==> src/rtl/cfgp_pkg.sv <==
package cfgp_pkg;
  localparam int unsigned PORTS    = 16;
  localparam int unsigned IDX_W    = $clog2(PORTS);
  localparam int unsigned HID_W    = 8;
  localparam int unsigned HID_IW   = $clog2(HID_W);
  localparam int unsigned AP_LO    = 2;
  localparam int unsigned AP_HI    = 13;
  localparam int unsigned AP_W     = AP_HI - AP_LO + 1;
  localparam logic [PORTS-1:0] STAGE_RST = 16'h0BEC;
  localparam logic [HID_W-1:0] HID_RST   = 8'h3F;
  localparam logic [IDX_W-1:0] IX_FLAG  = 4'd0;
  localparam logic [IDX_W-1:0] IX_IEN   = 4'd1;
  localparam logic [IDX_W-1:0] IX_APPLY = 4'd14;
  localparam logic [IDX_W-1:0] IX_PAGE  = 4'd15;
endpackage

==> src/rtl/cfgp_decode.sv <==
module cfgp_decode #(
  parameter int unsigned BANK_W  = 8,
  parameter int unsigned OFF_W   = 16,
  parameter int unsigned IDX_W   = 4,
  parameter logic [3:0]  WIN_NIB = 4'h5
) (
  input  logic [BANK_W-1:0] bank,
  input  logic [OFF_W-1:0]  off,
  output logic              hit,
  output logic [IDX_W-1:0]  idx
);
  localparam int unsigned HI_W = BANK_W - IDX_W;

  logic bank_ok, off_ok;

  always_comb begin
    bank_ok = (bank[BANK_W-1:IDX_W] == {HI_W{1'b0}});
    off_ok  = (off[OFF_W-1 -: 4] == WIN_NIB);
    hit     = bank_ok && off_ok;
    idx     = bank[IDX_W-1:0];
  end
endmodule

==> src/rtl/cfgp_sync.sv <==
module cfgp_sync #(
  parameter int unsigned STAGES = 2
) (
  input  logic clk,
  input  logic rst_n,
  input  logic async_in,
  output logic rise
);
  logic [STAGES-1:0] chain_q;
  logic              prev_q;

  always_ff @(posedge clk or negedge rst_n) begin
    if (!rst_n) chain_q[0] <= 1'b1;
    else        chain_q[0] <= async_in;
  end

  for (genvar s = 1; s < STAGES; s++) begin : g_stage
    always_ff @(posedge clk or negedge rst_n) begin
      if (!rst_n) chain_q[s] <= 1'b1;
      else        chain_q[s] <= chain_q[s-1];
    end
  end

  always_ff @(posedge clk or negedge rst_n) begin
    if (!rst_n) prev_q <= 1'b1;
    else        prev_q <= chain_q[STAGES-1];
  end

  assign rise = chain_q[STAGES-1] & ~prev_q;
endmodule

==> src/rtl/cfgp_regs.sv <==
module cfgp_regs
  import cfgp_pkg::*;
(
  input  logic             clk,
  input  logic             por_n,
  input  logic             core_rst_n,
  input  logic             wr_en,
  input  logic [IDX_W-1:0] idx,
  input  logic             wbit,
  input  logic             set_flag,
  output logic [PORTS-1:0] lw_q,
  output logic [PORTS-1:0] ap_q,
  output logic [HID_W-1:0] hid_q,
  output logic             flag_q
);
  logic page_on;
  logic do_apply;
  logic do_clear;

  assign page_on  = lw_q[IX_PAGE];
  assign do_apply = wr_en && (idx == IX_APPLY);
  assign do_clear = wr_en && (idx == IX_FLAG);

  always_ff @(posedge clk or negedge core_rst_n) begin
    if (!core_rst_n)  lw_q <= STAGE_RST;
    else if (wr_en)   lw_q[idx] <= wbit;
  end

  always_ff @(posedge clk or negedge por_n) begin
    if (!por_n)                 hid_q <= HID_RST;
    else if (wr_en && page_on)  hid_q[idx[HID_IW-1:0]] <= wbit;
  end

  for (genvar b = 0; b < PORTS; b++) begin : g_ap
    if (b >= AP_LO && b <= AP_HI) begin : g_live
      always_ff @(posedge clk or negedge core_rst_n) begin
        if (!core_rst_n)   ap_q[b] <= STAGE_RST[b];
        else if (do_apply) ap_q[b] <= lw_q[b];
      end
    end else begin : g_tie
      assign ap_q[b] = 1'b0;
    end
  end

  always_ff @(posedge clk or negedge core_rst_n) begin
    if (!core_rst_n)    flag_q <= 1'b0;
    else if (set_flag)  flag_q <= 1'b1;
    else if (do_clear)  flag_q <= 1'b0;
  end
endmodule

==> src/rtl/cfgp_rdmux.sv <==
module cfgp_rdmux
  import cfgp_pkg::*;
(
  input  logic [IDX_W-1:0] idx,
  input  logic [PORTS-1:0] lw_q,
  input  logic [PORTS-1:0] ap_q,
  input  logic [HID_W-1:0] hid_q,
  input  logic             flag_q,
  output logic             rbit
);
  always_comb begin
    if (lw_q[IX_PAGE]) begin
      rbit = hid_q[idx[HID_IW-1:0]];
    end else if (idx == IX_FLAG) begin
      rbit = flag_q;
    end else if (idx == IX_IEN) begin
      rbit = lw_q[IX_IEN];
    end else if (idx >= IX_APPLY) begin
      rbit = 1'b0;
    end else begin
      rbit = ap_q[idx];
    end
  end
endmodule

==> src/rtl/cfg_bitport.sv <==
module cfg_bitport
  import cfgp_pkg::*;
#(
  parameter int unsigned BANK_W      = 8,
  parameter int unsigned OFF_W       = 16,
  parameter int unsigned DATA_W      = 8,
  parameter int unsigned DATA_BIT    = 7,
  parameter int unsigned SYNC_STAGES = 2
) (
  input  logic              clk,
  input  logic              por_n,
  input  logic              sys_rst_n,
  input  logic [BANK_W-1:0] bus_bank,
  input  logic [OFF_W-1:0]  bus_off,
  input  logic              bus_rd,
  input  logic              bus_wr,
  input  logic [DATA_W-1:0] bus_wdata,
  input  logic              flash_rdy,
  output logic              rd_bit,
  output logic              rd_oe,
  output logic [AP_W-1:0]   cfg_o,
  output logic              irq
);
  logic             core_rst_n;
  logic             hit;
  logic [IDX_W-1:0] idx;
  logic             wr_en;
  logic             rdy_rise;
  logic [PORTS-1:0] lw_q;
  logic [PORTS-1:0] ap_q;
  logic [HID_W-1:0] hid_q;
  logic             flag_q;
  logic             mux_bit;

  assign core_rst_n = por_n & sys_rst_n;

  cfgp_decode #(
    .BANK_W (BANK_W),
    .OFF_W  (OFF_W),
    .IDX_W  (IDX_W)
  ) u_dec (
    .bank (bus_bank),
    .off  (bus_off),
    .hit  (hit),
    .idx  (idx)
  );

  cfgp_sync #(
    .STAGES (SYNC_STAGES)
  ) u_sync (
    .clk      (clk),
    .rst_n    (core_rst_n),
    .async_in (flash_rdy),
    .rise     (rdy_rise)
  );

  assign wr_en = bus_wr && hit;

  cfgp_regs u_regs (
    .clk        (clk),
    .por_n      (por_n),
    .core_rst_n (core_rst_n),
    .wr_en      (wr_en),
    .idx        (idx),
    .wbit       (bus_wdata[DATA_BIT]),
    .set_flag   (rdy_rise),
    .lw_q       (lw_q),
    .ap_q       (ap_q),
    .hid_q      (hid_q),
    .flag_q     (flag_q)
  );

  cfgp_rdmux u_mux (
    .idx    (idx),
    .lw_q   (lw_q),
    .ap_q   (ap_q),
    .hid_q  (hid_q),
    .flag_q (flag_q),
    .rbit   (mux_bit)
  );

  assign rd_oe  = bus_rd && hit;
  assign rd_bit = rd_oe ? mux_bit : 1'b0;
  assign cfg_o  = ap_q[AP_HI:AP_LO];
  assign irq    = flag_q & lw_q[IX_IEN];
endmodule

==> config.mk <==
export PLATFORM = sky130hd
export DESIGN_NAME = cfg_bitport
export DESIGN_NICKNAME = d
export VERILOG_FILES = /design/src/rtl/cfgp_pkg.sv /design/src/rtl/cfgp_decode.sv /design/src/rtl/cfgp_sync.sv /design/src/rtl/cfgp_regs.sv /design/src/rtl/cfgp_rdmux.sv /design/src/rtl/cfg_bitport.sv
export SDC_FILE = /design/constraint.sdc
export NUM_CORES = 1
export LEC_CHECK = 0
export BUFFER_PORTS_ARGS = -buffer_cell sky130_fd_sc_hd__buf_2
export CAP_MARGIN = 40
export CELL_PAD_IN_SITES_DETAIL_PLACEMENT = 1
export CELL_PAD_IN_SITES_GLOBAL_PLACEMENT = 1
export CORE_MARGIN = 4
export CORE_UTILIZATION = 36
export DETAILED_ROUTE_END_ITERATION = 7
export PLACE_DENSITY_LB_ADDON = 0.1
export SLEW_MARGIN = 20
export SYNTH_ARGS = -nofsm -noshare
export SYNTH_HDL_FRONTEND = slang
export SYNTH_SLANG_ARGS = --single-unit
==> constraint.sdc <==
create_clock -name clk -period 1.3 [get_ports clk]
set_input_delay 0 -clock clk [delete_from_list [all_inputs] [get_ports clk]]
set_output_delay 0 -clock clk [all_outputs]
set_load 0.01 [all_outputs]
* Word level (Yosys, flattened, before mapping) *
Cells that the tools add are included.

operators by class
  bitwise gates (word level) = 4
  multiplexer cells = 17
  reduce and logical (&&, ||, !) cells = 11
  order comparisons = 5
  equality and inequality tests = 3

operator list
  kind                                                                number
  bitwise mux 16 bit                                                  1
  2-to-1 mux 1 bit                                                    11
  bitwise mux 8 bit                                                   1
  logical AND 1 bit                                                   8
  zero test 4 bit                                                     2
  less-than comparator 4 x 5 -> 1 bit (second input constant)         1
  binary-select mux 1 bit (select 4 bit)                              1
  demux 1 bit (select 4 bit)                                          1
  == test 4 x 1 -> 1 bit (second input constant)                      1
  == test 4 x 3 -> 1 bit (second input constant)                      1
  == test 4 bit (second input constant)                               1
  greater-or-equal comparator 4 x 1 -> 1 bit (second input constant)  1
  greater-or-equal comparator 4 bit (second input constant)           1
  less-than comparator 3 x 4 -> 1 bit (second input constant)         1
  bitwise AND 1 bit                                                   3
  binary-select mux 1 bit (select 3 bit)                              1
  demux 1 bit (select 3 bit)                                          1
  greater-or-equal comparator 3 x 1 -> 1 bit (second input constant)  1
  nonzero test 2 bit                                                  1
  inverter 1 bit                                                      1

word-level totals
  output and inout port bits = 15
  input bits = 38
  register bits = 40
  logic and storage cells = 58

* Depth between registers and ports, before layout *
  depth after elaboration = 7
  mapped depth = 6
  gate-level depth less buffers = 4

* Hierarchy *
A second synthesis with hierarchy kept.

second synthesis, totals
  cells, all modules = 154
  area total of the unflattened synthesis = 2092.0 µm²

by module, submodules not included
  module       instances  cells an instance  area each (µm²)
  cfgp_regs    1          122                1702.9
  cfgp_rdmux   1          16                 211.5
  cfgp_sync    1          4                  92.6
  cfgp_decode  1          7                  52.6
  cfg_bitport  1          5                  32.5

* Worst setup path before layout *
Ideal clock, no wire load.

  path kind = flip-flop to output port
  start = register u_regs.ap_q[5]
  end = output port rd_bit
  data required time = 1.300 ns
  stages on the path, launching flop included = 5
  path slack = -0.093 ns
  arrival = 1.393 ns
  path through = dfstp_2 mux4_2 nor2b_1 or3_1 a31oi_1

on the way
  cells in the longest elaborated chain, start to end = 7

RTL lines
  element                                 line               text
  start: declaration                      cfgp_regs.sv:12    output logic [PORTS-1:0] ap_q,
  start signal: indexed assignment        cfgp_regs.sv:37    if (!core_rst_n) ap_q[b] <= STAGE_RST[b];
  start signal: indexed assignment        cfgp_regs.sv:38    else if (do_apply) ap_q[b] <= lw_q[b];
  binary-select mux 1 bit (select 4 bit)  cfgp_rdmux.sv:21   rbit = ap_q[idx];
  2-to-1 mux 1 bit (not written as such)  cfgp_rdmux.sv:21
  2-to-1 mux 1 bit                        cfgp_rdmux.sv:18   end else if (idx >= IX_APPLY) begin
  2-to-1 mux 1 bit                        cfgp_rdmux.sv:16   end else if (idx == IX_IEN) begin
  2-to-1 mux 1 bit                        cfgp_rdmux.sv:14   end else if (idx == IX_FLAG) begin
  2-to-1 mux 1 bit                        cfgp_rdmux.sv:12   if (lw_q[IX_PAGE]) begin
  2-to-1 mux 1 bit                        cfg_bitport.sv:83  assign rd_bit = rd_oe ? mux_bit : 1'b0;
  end: declaration                        cfg_bitport.sv:19  output logic rd_bit,

Every way passes these cells. The select of a mux whose other input is x is not followed.

* Final worst setup path *
Same ends and word-level chain as after synthesis.

==> results by stage <==
Clock tree:
- The clock network latency to the later pin of the worst-skew pair is 0.28 ns.
- The clock-pin slew on the worst setup and hold paths is roughly 0.070 ns.
- In this run the number of H-tree levels came out at 2.
- The root buffer cell chosen for the clock tree is sky130_fd_sc_hd__clkbuf_8.
- The number of sinks on the clock net is 38.
- The clock tree from TritonCTS is yes.
- The number of buffers on the longest clock path is 2.
- The number of buffers created by CTS is 5.

Setup path:
- Along the worst path, the maximum fanout reaches 2.
- Traced cell by cell, the critical path runs through mux4_2, nor2b_2, or3_1, a31oi_2, buf_2.
- The destination of the worst register-to-register timing path is u_regs.hid_q[2]$_DFFE_PN1P_.
- For this design, the slowest cell found on the critical path is sky130_fd_sc_hd__dfstp_2.
- The worst register-to-register path begins at u_regs.lw_q[15]$_DFFE_PN0P_.
- The delay of the slowest cell on the worst path is between 0.5 and 0.6 ns.
- The data required time at the worst endpoint is 1.30 ns.
- The origin of the worst setup path is u_regs.ap_q[5]$_DFFE_PN1P_.
- Following the worst setup path forward leads to its endpoint at rd_bit.
- The path depth of the worst reg2reg path is 3.
- In this run the register-to-register setup slack is 0.13 ns.
- The worst setup path is launched from a flop.
- The worst setup path is captured at an output port.
- The class of the most critical setup path is flop to output port.
- Data arrives at the worst endpoint at 1.80 ns.

STA:
- The total count of max-transition violations in the final report is 0.
- On the final layout, the worst hold slack is 0.129 ns.
- Once routing completed, OpenROAD measured the worst setup slack at -0.501 ns.
- Of the available clock period, the critical path in the final layout requires 139%.
- The final hold violation count is 0.
- Based on the critical path, the design can be clocked at up to 0.555 GHz.
- Setup repair after global routing could not meet its margin everywhere.
- The headroom to the max-slew limit is 73.9%.
- At the pin with the least slew margin, the transition time is 0.391 ns.
- Setup violations remaining at the end of the flow were counted as 1.
- After layout, the minimum clock period comes to 1.80 ns.
- For the final routed database, the setup TNS stands at -0.501 ns.
- The clock arrives with 0.00244 ns of skew.

Yosys:
- The Yosys step of the flow raised 0 warnings.
- The number of nets in the synthesized netlist is 183.
- Counting flops with a built-in enable in the synthesized netlist gives 0.
- The share of the Yosys chip area taken by registers is 52.6%.
- The cell area after synthesis is ~1900 sq um.
- After synthesis, the share of flip-flops with an asynchronous set or reset is 100%.
- The flip-flop and latch count after synthesis is 38.
- The most used flip-flop cell after synthesis is sky130_fd_sc_hd__dfstp_2.
- In this run the mean area of a mapped cell was 12.9 sq um.
- After synthesis, the netlist uses 31 different library cells.
- The cell count after synthesis came out at 145.

Place:
- The final estimated routing congestion in global placement is 0.812.
- Summing all placed instances gives a cell area of about 2300 sq um.
- The final HPWL from detailed placement is between 3 and 4 mm.
- In this run the tool buffered the top-level ports with 33 buffer cells.

Die:
- The I/O pin count is 53.
- The number of rows in the core area is 25.
- Once the floorplan was initialized, standard cells occupied 38.2% of the core.
- Measured along the y axis, the die boundary spans 80.0 microns.
- The floorplan step set the die width to 80.0 microns.
- The core region is 4880 sq um.
- The die covers ~6400 sq um.

Drt:
- The routed design has ~4.5 mm of wire.
- The detailed router finished its first iteration with 33 violations.
- The detailed-route wire length per cell is 16.8 microns.
- The iteration count of the initial detailed-routing pass is 4.
- Once detail routing completed, the nets flagged for antenna violations numbered 0.
- Using the TritonRoute via totals, the vias-per-cell ratio works out to 4.96.
- The detailed router placed 1340 vias in this run.
- After detailed routing, the number of remaining DRC violations is 0.

Power:
- For this design the ratio of total power to cell area is 911 nW/um^2.
- The standby leakage power is 0.00109 uW.
- The part of the total power dissipated in combinational logic is 7.7%.
- For this design the total switching power over the nets is 487 uW.
- The clock network fraction of total power is between 30 and 40%.
- The internal power summed over all cells is 1690 uW.
- Per report_power, the sequential group accounts for a little under three fifths of the total.
- The fraction of power spent switching nets is 22.3%.
- The peak supply drop is 0.669 mV.

Min path:
- The path class of the lowest-slack min-delay path is primary input to asynchronous set/reset pin.

Final layout:
- The finished cells cover ~2400 sq um.
- The fraction of layout instances using a drive strength above 1 is 61.1%.
- The area overhead of the layout relative to synthesis is 28.4%.
- The diode insertion count for antenna repair is 0.
- The number of nets in the finished design is 240.

Status:
- The flow ran to the end, but the final reports show violations.
- The final reports fail on setup timing.

Global routing:
- The initial antenna violation count is 0.
- The maximum number of pins on one net before global-route repair is 31.
- The total routing resource utilization after global routing is between 10% and 20%.
- The global-route wire length before repair is 7.73 mm.
- After global routing the overflow that remains totals 0.
- The via count of the first global-routing pass was 1515.

Job:
- The reported max-cap violation count is 0.
==> sequential cells by signal, summed over array words and instances, names as in the netlist <==
name and flops:
u_regs.lw_q 14, u_regs.ap_q 12, u_regs.hid_q 8, u_sync.chain_q 2, u_regs.flag_q 1, u_sync.prev_q 1
==> power by group through the flow <==
stage / Combinational (uW) / Sequential, uW / Clock (uW)
floorplan: 71.7 / 1220 / 0
global placement: 158 / 1220 / 0
detailed placement: 161 / 1220 / 0
CTS: 169 / 1200 / 853
global route: 186 / 1200 / 922
finish: 169 / 1200 / 814
==> cells in the final DEF, fill, tap and decap left out, types with 2 or more instances in the layout <==
cell                            count
sky130_fd_sc_hd__nand4_4            2
sky130_fd_sc_hd__clkbuf_8           6
sky130_fd_sc_hd__buf_2             33
sky130_fd_sc_hd__dfrtp_1           13
sky130_fd_sc_hd__dlygate4sd3_1      3
sky130_fd_sc_hd__dfstp_2           25
sky130_fd_sc_hd__mux2_4             2
sky130_fd_sc_hd__mux2_2            25
sky130_fd_sc_hd__nand2b_1           2
sky130_fd_sc_hd__nor2_1            22
sky130_fd_sc_hd__nand2_1            4
sky130_fd_sc_hd__nor3_1             6
sky130_fd_sc_hd__or3_1              2
sky130_fd_sc_hd__nand3b_1           3
sky130_fd_sc_hd__o21ai_0            3
sky130_fd_sc_hd__mux2_1             8
sky130_fd_sc_hd__and2_1             2
sky130_fd_sc_hd__mux4_2             3
sky130_fd_sc_hd__buf_4             20
sky130_fd_sc_hd__mux2i_1            3
==> final cells by class <==
| class | instances | area [sq um] |
|---|---|---|
| multi-input cells | 99 | 868 |
| clock buffers | 7 | 86.3 |
| clock inverters | 1 | 5.00 |
| repair buffers | 57 | 365 |
| well taps | 67 | 83.8 |
| fillers | 554 | 2480 |
| flip-flops and latches | 38 | 982 |
| inverters | 1 | 3.75 |
==> kinds of logic after synthesis <==
logic type / count (synthesis) / synth area share [%]
muxes: 41 / 26.4
buffers and inverters: 8 / 2.15
AOI/OAI and AO/OA: 6 / 2.08
and+or+nand+nor: 52 / 16.8
DFF: 38 / 52.6
==> per-stage QoR <==
stage | std cells | power, uW | setup slack, ns | utilization [%]
after floorplan | 145 | 1290 | -0.0310 | -
after global placement | 259 | 1380 | -0.183 | 46.4
after detailed placement | 259 | 1380 | -0.204 | 46.4
after CTS | 270 | 2220 | -0.514 | 48.8
after global routing | 270 | 2310 | -0.584 | 49.1
final | 270 | 2180 | -0.501 | 49.1
==> routing by layer <==
metal | up-vias | wire, microns | track usage, %
met4 | 0 | 25 | 4.05
met3 | 2 | 200 | 4.18
met5 | - | 0 | 0
met1 | 685 | 1950 | 19.6
met2 | 26 | 2360 | 27.8
li1 | 627 | - | -
==> cells in the mapped netlist (all sizes together), types with 2 or more instances <==
master | n | area share, %
dfstp | 25 | 35
mux2 | 35 | 21
o21ai | 3 | 0.80
or3 | 2 | 0.67
nor2b | 2 | 0.67
mux4 | 3 | 3.6
buf | 3 | 1.1
nor2 | 23 | 5.0
dfrtp | 13 | 17
nand2b | 2 | 0.67
and2 | 2 | 0.67
nand3b | 3 | 1.2
nand4 | 2 | 1.8
mux2i | 3 | 1.6
clkbuf | 4 | 0.80
nand2 | 4 | 0.80
nor3 | 6 | 1.6
==> worst min-delay path by stage <==
stage | from | to | cells after the start
after CTS | por_n | u_regs.hid_q[7]$_DFFE_PN0P_ | 2
after floorplan | por_n | u_regs.hid_q[6]$_DFFE_PN0P_ | 0
after global routing | por_n | u_regs.hid_q[7]$_DFFE_PN0P_ | 2
after global placement | por_n | u_regs.hid_q[6]$_DFFE_PN0P_ | 1
after detailed placement | por_n | u_regs.hid_q[7]$_DFFE_PN0P_ | 1
final | por_n | u_regs.hid_q[6]$_DFFE_PN0P_ | 2
==> worst max-delay path: cells and delay by family, from the launching register on <==
kind                   cells  cell delay, ns
multiplexers               1            0.25
buffers and inverters      1            0.16
AO/OA/AOI/OAI              1            0.16
AND/OR/NAND/NOR            2            0.41
flip-flops                 1            0.54
==> timing repair <==
action                     4_1_cts  5_1_grt
hold buffers                     3        0
setup buffers                    0        0
setup endpoints to repair        1        3
resized for setup                0        2
hold endpoints to repair        20        0
(Power assumes the default switching activity.)
